===== src/rtl/sb_pkg.sv =====
package sb_pkg;
    localparam int NFU    = 4;
    localparam int NREG   = 32;
    localparam int RIDX_W = $clog2(NREG);
    localparam int UID_W  = $clog2(NFU + 1);
    localparam int CLS_W  = $clog2(NFU);
    localparam int OP_W   = 3;
    localparam int TAG_W  = 4;

    typedef logic [UID_W-1:0] uid_t;

    typedef struct packed {
        logic              busy;
        logic              rd;
        logic              cmp;
        logic [OP_W-1:0]   op;
        logic [TAG_W-1:0]  tag;
        logic [RIDX_W-1:0] fi;
        logic [RIDX_W-1:0] fj;
        logic [RIDX_W-1:0] fk;
        uid_t              qj;
        uid_t              qk;
        logic              rj;
        logic              rk;
    } fu_rec_t;

    typedef struct packed {
        fu_rec_t [NFU-1:0]          fu;
        logic [NREG-1:0][UID_W-1:0] rs;
    } sb_state_t;
endpackage


===== src/rtl/sb_issue_ctl.sv =====
module sb_issue_ctl
    import sb_pkg::*;
(
    input  logic                       in_valid,
    input  logic [CLS_W-1:0]           in_cls,
    input  logic [RIDX_W-1:0]          in_dst,
    input  logic [RIDX_W-1:0]          in_src1,
    input  logic [RIDX_W-1:0]          in_src2,
    input  logic [NFU-1:0]             busy,
    input  logic [NREG-1:0][UID_W-1:0] rs,
    input  logic                       wb_fire,
    input  uid_t                       wb_uid,
    output logic                       in_ready,
    output logic                       fire,
    output uid_t                       qj,
    output uid_t                       qk
);
    uid_t pj;
    uid_t pk;

    // unit free and destination not claimed
    assign in_ready = !busy[in_cls] && (rs[in_dst] == '0);
    assign fire     = in_valid && in_ready;

    // a producer that writes this very cycle no longer counts as pending
    assign pj = rs[in_src1];
    assign pk = rs[in_src2];
    assign qj = (wb_fire && pj == wb_uid) ? '0 : pj;
    assign qk = (wb_fire && pk == wb_uid) ? '0 : pk;
endmodule


===== src/rtl/sb_wb_arb.sv =====
module sb_wb_arb
    import sb_pkg::*;
(
    input  fu_rec_t [NFU-1:0] fu,
    output logic              wb_fire,
    output logic [CLS_W-1:0]  wb_idx
);
    logic [NFU-1:0] cand;

    for (genvar i = 0; i < NFU; i++) begin : g_war
        logic blk;
        always_comb begin
            blk = 1'b0;
            for (int j = 0; j < NFU; j++) begin
                if (j != i && fu[j].busy &&
                    ((fu[j].fj == fu[i].fi && fu[j].rj) ||
                     (fu[j].fk == fu[i].fi && fu[j].rk))) begin
                    blk = 1'b1;
                end
            end
            cand[i] = fu[i].busy && fu[i].cmp && !blk;
        end
    end

    // lowest index wins the single write port
    always_comb begin
        wb_fire = |cand;
        wb_idx  = '0;
        for (int i = NFU - 1; i >= 0; i--) begin
            if (cand[i]) wb_idx = CLS_W'(i);
        end
    end
endmodule


===== src/rtl/sb_scoreboard.sv =====
module sb_scoreboard
    import sb_pkg::*;
(
    input  logic                  clk,
    input  logic                  rst_n,
    input  logic                  in_valid,
    output logic                  in_ready,
    input  logic [CLS_W-1:0]      in_cls,
    input  logic [OP_W-1:0]       in_op,
    input  logic [RIDX_W-1:0]     in_dst,
    input  logic [RIDX_W-1:0]     in_src1,
    input  logic [RIDX_W-1:0]     in_src2,
    input  logic [TAG_W-1:0]      in_tag,
    output logic [NFU-1:0]        fu_start,
    output logic [NFU*OP_W-1:0]   fu_op,
    input  logic [NFU-1:0]        fu_done,
    output logic                  wb_valid,
    output uid_t                  wb_unit,
    output logic [RIDX_W-1:0]     wb_dst,
    output logic [TAG_W-1:0]      wb_tag,
    output logic [NFU-1:0]        fu_busy,
    output logic [NFU-1:0]        fu_rd,
    output logic [NFU-1:0]        fu_cmp
);
    sb_state_t         q;
    sb_state_t         d;
    logic              iss_fire;
    uid_t              iss_qj;
    uid_t              iss_qk;
    logic              wb_fire;
    logic [CLS_W-1:0]  wb_idx;
    uid_t              wb_uid;

    for (genvar i = 0; i < NFU; i++) begin : g_out
        assign fu_busy[i]  = q.fu[i].busy;
        assign fu_rd[i]    = q.fu[i].rd;
        assign fu_cmp[i]   = q.fu[i].cmp;
        assign fu_start[i] = q.fu[i].busy && !q.fu[i].rd && q.fu[i].rj && q.fu[i].rk;
        assign fu_op[i*OP_W +: OP_W] = q.fu[i].op;
    end

    sb_issue_ctl u_issue (
        .in_valid (in_valid),
        .in_cls   (in_cls),
        .in_dst   (in_dst),
        .in_src1  (in_src1),
        .in_src2  (in_src2),
        .busy     (fu_busy),
        .rs       (q.rs),
        .wb_fire  (wb_fire),
        .wb_uid   (wb_uid),
        .in_ready (in_ready),
        .fire     (iss_fire),
        .qj       (iss_qj),
        .qk       (iss_qk)
    );

    sb_wb_arb u_arb (
        .fu      (q.fu),
        .wb_fire (wb_fire),
        .wb_idx  (wb_idx)
    );

    assign wb_uid   = uid_t'(wb_idx) + uid_t'(1);
    assign wb_valid = wb_fire;
    assign wb_unit  = wb_fire ? wb_uid : '0;
    assign wb_dst   = q.fu[wb_idx].fi;
    assign wb_tag   = q.fu[wb_idx].tag;

    always_comb begin
        d = q;
        // operand read and completion
        for (int i = 0; i < NFU; i++) begin
            if (fu_start[i]) begin
                d.fu[i].rd = 1'b1;
                d.fu[i].rj = 1'b0;
                d.fu[i].rk = 1'b0;
            end
            if (fu_done[i] && q.fu[i].rd && !q.fu[i].cmp) begin
                d.fu[i].cmp = 1'b1;
            end
        end
        // result write: free the unit, release waiting readers
        if (wb_fire) begin
            d.fu[wb_idx].busy = 1'b0;
            d.fu[wb_idx].rd   = 1'b0;
            d.fu[wb_idx].cmp  = 1'b0;
            d.rs[q.fu[wb_idx].fi] = '0;
            for (int i = 0; i < NFU; i++) begin
                if (q.fu[i].busy && q.fu[i].qj == wb_uid) begin
                    d.fu[i].qj = '0;
                    d.fu[i].rj = 1'b1;
                end
                if (q.fu[i].busy && q.fu[i].qk == wb_uid) begin
                    d.fu[i].qk = '0;
                    d.fu[i].rk = 1'b1;
                end
            end
        end
        // admission
        if (iss_fire) begin
            d.fu[in_cls].busy = 1'b1;
            d.fu[in_cls].rd   = 1'b0;
            d.fu[in_cls].cmp  = 1'b0;
            d.fu[in_cls].op   = in_op;
            d.fu[in_cls].tag  = in_tag;
            d.fu[in_cls].fi   = in_dst;
            d.fu[in_cls].fj   = in_src1;
            d.fu[in_cls].fk   = in_src2;
            d.fu[in_cls].qj   = iss_qj;
            d.fu[in_cls].qk   = iss_qk;
            d.fu[in_cls].rj   = (iss_qj == '0);
            d.fu[in_cls].rk   = (iss_qk == '0);
            d.rs[in_dst]      = uid_t'(in_cls) + uid_t'(1);
        end
    end

    always_ff @(posedge clk) begin
        if (!rst_n) q <= '0;
        else        q <= d;
    end
endmodule


===== config.mk =====
export PLATFORM = sky130hd
export DESIGN_NAME = sb_scoreboard
export DESIGN_NICKNAME = d
export VERILOG_FILES = /design/src/rtl/sb_pkg.sv /design/src/rtl/sb_issue_ctl.sv /design/src/rtl/sb_wb_arb.sv /design/src/rtl/sb_scoreboard.sv
export SDC_FILE = /design/constraint.sdc
export NUM_CORES = 1
export LEC_CHECK = 0
export BUFFER_PORTS_ARGS = -buffer_cell sky130_fd_sc_hd__buf_4
export CAP_MARGIN = 20
export CORE_UTILIZATION = 31
export DETAILED_ROUTE_END_ITERATION = 8
export GPL_TIMING_DRIVEN = 0
export PLACE_DENSITY_LB_ADDON = 0.3
export SLEW_MARGIN = 20
export SYNTH_ARGS = -nofsm -noshare
export SYNTH_HDL_FRONTEND = slang
export SYNTH_SLANG_ARGS = --single-unit

===== constraint.sdc =====
create_clock -name clk -period 4.6 [get_ports clk]
set_input_delay 0.46 -clock clk [delete_from_list [all_inputs] [get_ports clk]]
set_output_delay 0.46 -clock clk [all_outputs]
set_load 0.1 [all_outputs]

-- Word level (Yosys, flattened, before mapping)
Index checks and enable logic that the tools add are counted.
- add/sub/neg operators: 2
- $mul: 0
- divide/modulo/power cells: 0
- $lt $le $gt $ge: 10
- equality and inequality tests: 34
- shifts and indexed selects: 0
- mux-type cells: 109
- bitwise operators: 2
- reductions and logical operators: 109
- operators by type and width (cell ; count):
    132-bit bitwise mux ; 15
    33-bit demux with 2-bit select ; 15
    228-bit two-way mux ; 2
    5-bit == test ; 24
    96-bit AND ; 1
    96-bit bitwise mux ; 1
    96-bit inverter ; 1
    1-bit logical AND ; 80
    33-bit binary-select mux with 2-bit select ; 1
    33-bit two-way mux ; 2
    32-bit two-way mux ; 2
    31-bit two-way mux ; 2
    27-bit two-way mux ; 2
    3-bit two-way mux ; 16
    3-bit binary-select mux with 5-bit select ; 3
    3-bit demux with 5-bit select ; 2
    3-bit == test ; 10
    1-bit two-way mux ; 30
    30-bit two-way mux ; 1
    5-bit by 6-bit less-than comparator with 1-bit output, second input constant ; 4
    23-bit two-way mux ; 1
    18-bit two-way mux ; 1
    2-bit two-way mux ; 9
    1-bit logical NOT ; 13
    11 further kinds ; 28
- flip-flop bits (word level): 228
- latch bits: 0
- bits in writable memories: 0
- memory bits (read-only): 0
- input port bits: 31
- output and inout bits: 42
- word-level logic and storage cells: 346
- memories kept: 0

-- Logic depth before layout (Yosys ltp)
- depth in word-level cells: 35
- mapped depth: 19
- mapped depth without buffers: 13

-- Hierarchy
Synthesis repeated with hierarchy kept, for this count alone.
- cell total of the unflattened synthesis: 1602
- area total of the unflattened synthesis: 13977.2 um2
- modules (own cells, without submodules) (module ; instances ; cells each ; area an instance (um2) ; seq. area each (um2)):
    sb_scoreboard ; 1 ; 1182 ; 10151.0 ; 4564.4
    sb_issue_ctl ; 1 ; 209 ; 2193.4 ; 0.0
    sb_wb_arb ; 1 ; 211 ; 1632.8 ; 0.0

-- Least setup slack after synthesis
Ideal clock, no wire load.
- path type: reg-to-output
- from: register q[148] (netlist name)
- to: output wb_unit[1]
- arrival time: 4514 ps
- data required time: 4140 ps
- path slack: -374 ps
- cell stages (with the launch flop): 14
- buffers on the path: 5
- path through: dfxtp_1 buf_2 xor2_1 nor2_1 a2111oi_4 nand2_1 buf_2 a21oi_2 buf_2 buf_2 inv_1 ha_1 clkbuf_1 a31oi_1
- word-level cells in the longest chain between the ends: 13
- elaborated cells between the ends (all ways): 28
- those cells by class: 1 x add/sub; 6 x eq/ne; 6 x mux; 15 x reduce/logical
- ends and longest elaborated chain (element ; line ; text):
    start, declared ; sb_scoreboard.sv:25 ; sb_state_t q;
    start signal, assigned ; sb_scoreboard.sv:119 ; if (!rst_n) q <= '0;
    start signal, assigned ; sb_scoreboard.sv:120 ; else q <= d;
    5-bit == test, on equally long branches ; sb_wb_arb.sv:16, sb_wb_arb.sv:17 ;
    1-bit logical AND, on equally long branches ; sb_wb_arb.sv:16, sb_wb_arb.sv:17 ;
    1-bit logical OR ; sb_wb_arb.sv:16 ; ((fu[j].fj == fu[i].fi && fu[j].rj) ||
    1-bit logical AND ; sb_wb_arb.sv:15 ; if (j != i && fu[j].busy &&
    1-bit two-way mux (2 in a row) ; sb_wb_arb.sv:15 ;
    1-bit two-way mux * ; sb_wb_arb.sv:15 ;
    1-bit logical NOT * ; sb_wb_arb.sv:21 ; cand[i] = fu[i].busy && fu[i].cmp && !blk;
    1-bit logical AND * ; sb_wb_arb.sv:21 ;
    2-bit two-way mux (2 in a row) ; sb_wb_arb.sv:30 ; if (cand[i]) wb_idx = CLS_W'(i);
    2-bit by 1-bit adder with 3-bit output ; sb_scoreboard.sv:64 ; assign wb_uid = uid_t'(wb_idx) + uid_t'(1);
    3-bit two-way mux * ; sb_scoreboard.sv:66 ; assign wb_unit = wb_fire ? wb_uid : '0;
    end, declared ; sb_scoreboard.sv:18 ; output uid_t wb_unit,
Every way passes the cells marked *; elsewhere a longest branch is shown, timed or not.

-- Worst setup path after layout
- from: register q[150] (netlist name)
- to: output wb_dst[4]
- word-level cells in the longest chain between the ends: 13
- elaborated cells between the ends (all ways): 27
- those cells by class: 6 x eq/ne; 7 x mux; 14 x reduce/logical
- ends and longest elaborated chain (element ; line ; text):
    5-bit == test, on equally long branches ; sb_wb_arb.sv:16, sb_wb_arb.sv:17 ;
    1-bit logical AND, on equally long branches ; sb_wb_arb.sv:16, sb_wb_arb.sv:17 ;
    1-bit logical OR ; sb_wb_arb.sv:16 ;
    1-bit logical AND ; sb_wb_arb.sv:15 ;
    1-bit two-way mux (2 in a row) ; sb_wb_arb.sv:15 ;
    1-bit two-way mux * ; sb_wb_arb.sv:15 ;
    1-bit logical NOT * ; sb_wb_arb.sv:21 ;
    1-bit logical AND * ; sb_wb_arb.sv:21 ;
    2-bit two-way mux * (2 in a row) ; sb_wb_arb.sv:30 ;
    33-bit binary-select mux with 2-bit select * ; sb_scoreboard.sv:67 ; assign wb_dst = q.fu[wb_idx].fi;
    27-bit two-way mux (not written as such) * ; sb_scoreboard.sv:67 ;
    end, declared ; sb_scoreboard.sv:19 ; output logic [RIDX_W-1:0] wb_dst,
Every way passes the cells marked *; elsewhere a longest branch is shown, timed or not. The select of a mux whose other input is x is not followed.

==> results.md <==
- # DRC: 0
- Primary FF master, synth: dfxtp_1
- CTS Root Cell: clkbuf_16
- Pre-antenna DRT Iters: 6
- Register area: 4564 um2
- Worst-path cell chain: clkbuf_4 > xnor2_1 > nand4_1 > or3_1 > o311a_1 > and2_0 > clkbuf_1 > o311a_1 > a21o_2 > inv_2 > buf_2 > buf_4
- Power, Total: 5.286 mW
- Maximum vdd drop: 0.0002584 V
- Largest net degree at the start of global routing: 20
- H-tree depth: 1
- Global-route wire length before repair: 79,920 um
- Ys async rst share: 0
- Final WL: 53,450 um
- Status: finished, final reports clean
- Initial DRC Count: 1,373
- CP Max Fanout: 10
- Total Routing Usage GR: 0.2267
- Post-Route Utilization: 0.3678
- Most common cell on crit path: o311a_1
- Final period util: 0.9724
- DIE WIDTH: 214.4 um
- Initial antenna violation count: 1
- Post-synthesis adder-cell area fraction: 0.006261
- Slew margin rel.: 0.2101
- Worst setup SP type: flop
- Critical path endpoint category: output pin
- FILL cells: 4,603
- TritonCTS clock tree: built
- GPL Wtd Cong: 0.9759
- Clock Latency Late Sink: 0.56 ns
- Clock Sinks: 228
- Mux share of post-synthesis cell area: 0.09570
- Io pins: 73
- Top-area cell type share of the netlist area: 0.3263
- Slowest-stage cell, CP: o311a_1
- Clk_skew: 0.01177 ns
- Mapped Area: 13,990 um2
- Die Ht: 214.4 um
- Routed Antenna Nets: 0
- # rows: 77
- Crit path kind: reg2out
- Net Count, Synth: 1,664
- Avg Inst Size Synth: 8.604 um2
- Unrepaired setup endpoints after global routing: no
- Final setup viols: 0
- Tmin final: 4.473 ns
- Vias in the first global route: 12.73k
- IO buf count: 62
- Area Overhead vs Synth: 16.52%
- Flops & latches, synth: 228
- Critical Path RT: 4.14 ns
- Hold Crit Class: in2reg
- Clock tree buffer depth: 3
- Sequential area share after synthesis: 0.3263
- Post-DP HPWL: 39,460 um
- Most frequent cell after synthesis: nand2_1
- Routed vias: 13.26k
- Hold Buf Count CTS: 0
- Power Dens Cells: 324.3 nW/um2
- Clk slew on worst S/H paths: 0.06 ns
- Top post-synthesis cells by area: dfxtp_1 (33%), nand2_1 (9.0%), mux4_2 (8.9%)
- Cell variety after synth: 78
- Die area: 45,980 um2
- Starting Density: 0.3157
- Number of synthesized flops with an enable pin: 0
- Synth top cells by count: nand2_1 (335), dfxtp_1 (228), xnor2_1 (104)
- Largest area contributor in the netlist: dfxtp_1
- Main combinational cell family by area after synthesis: compound AO/OA/AOI/OAI gates
- Share of cells above drive strength 1: 0.1764
- XOR/XNOR Fraction of Synth Area: 0.09391
- Core area: 44,320 um2
- Post-Synth Simple-Gate Area: 0.1951
- CP max stage delay: 0.44 ns
- Syn. warnings: 0
- Fin. max-slew vios: 0
- Leakage power: 5.766 nW
- Maxcap violations: 0
- Slew @ Worst Pin: 1.174 ns
- Overflow after GRT: 0
- WL/cell: 22.91 um
- Cells after synthesis: 1,626
- Fmax: 0.2236 GHz
- Compound-Gate Fraction of Synth Area: 0.2127
- Nets: 1,758
- Buf/Inv on CP: 5
- CTS buffer count: 26
- CP delay by family, top: buffers and inverters
- Drt via density: 5.685
- Final Hold Fails: 0
- WP data arrival: 4.01 ns
- Multi-input gate area: 8511 um2
## tightest hold or removal path: cells and delay by family
kind / cells / cell delay [ns]
buffers and inverters: 1 / 0.08
and+or+nand+nor: 1 / 0.07
AOI/OAI and AO/OA: 1 / 0.05
## sequential cells by signal (all words and copies together), names as in the netlist
signal / count
fu_cmp: 4
q: 204
fu_busy: 4
fu_op: 12
fu_rd: 4
## through the flow
stage	worst slack [ns]	cells	hold slack, ns	area, um2	TNS (ns)
after floorplan	0.04616	1626	0.4389	14000	0
after global placement	-1.108	2280	0.4454	15200	-25.95
after detailed placement	-0.9648	2284	0.4537	15260	-24.27
after CTS	0.07860	2331	0.1146	16250	0
after global routing	0.01884	2332	0.1369	16300	0
final	0.1270	2333	0.1260	16300	0
## logic make-up after synthesis
family,after synthesis
buffers and inverters,206
AOI/OAI and AO/OA,388
xor gates and xnor gates,150
adders and majority gates,7
and+or+nand+nor,582
DFF,228
muxes,65
## what timing repair did
action,4_1_cts,5_1_grt
setup endpoints to repair,42,5
resized for setup,12,10
pin swaps,0,2
setup buffers,1,3
cloned,0,0
## layout by cell type, fill, tap and decap left out, types with 21 or more instances in the layout
cell type,count
nand2_1,335
dfxtp_1,228
buf_4,105
xnor2_1,104
o22ai_1,96
a21boi_0,92
clkbuf_1,77
mux4_2,55
xor2_1,46
nor3_1,41
a21oi_1,41
inv_1,36
buf_2,36
nand3_1,35
nor2_1,29
nand4_1,29
clkbuf_16,27
nor2b_1,21
## layout make-up
class | instances | share of cell area
timing repair buffer | 70 | 0.03293
clock buffer | 37 | 0.04682
sequential | 228 | 0.2800
antenna | 1 | 0.0001535
buffer | 164 | 0.05235
multi-input combinational | 1192 | 0.5221
inverter | 38 | 0.008750
clock inverter | 11 | 0.01144
tap | 592 | 0.04544
## routing by layer
layer / vias to the layer above / GRT usage / wire [um]
met5: - / 0 / 0
met4: 0 / 0.09000 / 2291
met3: 138 / 0.03631 / 4374
met2: 649 / 0.3709 / 24530
met1: 6426 / 0.2978 / 22260
li1: 6050 / - / -
## path summary, 6_finish.rpt
kind	from	to	slack (ns)	cells after the start
worst max register to register	q[114]	q[91]	0.29	12
worst min-delay path	fu_done[3]	fu_cmp[3]	0.13	3
worst max-delay path	q[150]	wb_dst[4]	0.13	12
worst min register to register	q[185]	q[185]	0.46	2
## power by group
group | switching, mW | total, mW | internal (mW) | leakage (nW)
Clock | 0.908 | 2.34 | 1.43 | 0.466
Combinational | 0.515 | 0.806 | 0.291 | 3.45
Sequential | 0.0905 | 2.14 | 2.05 | 1.85
Total | 1.51 | 5.29 | 3.77 | 5.77
Power figures use the tool's default switching activity.
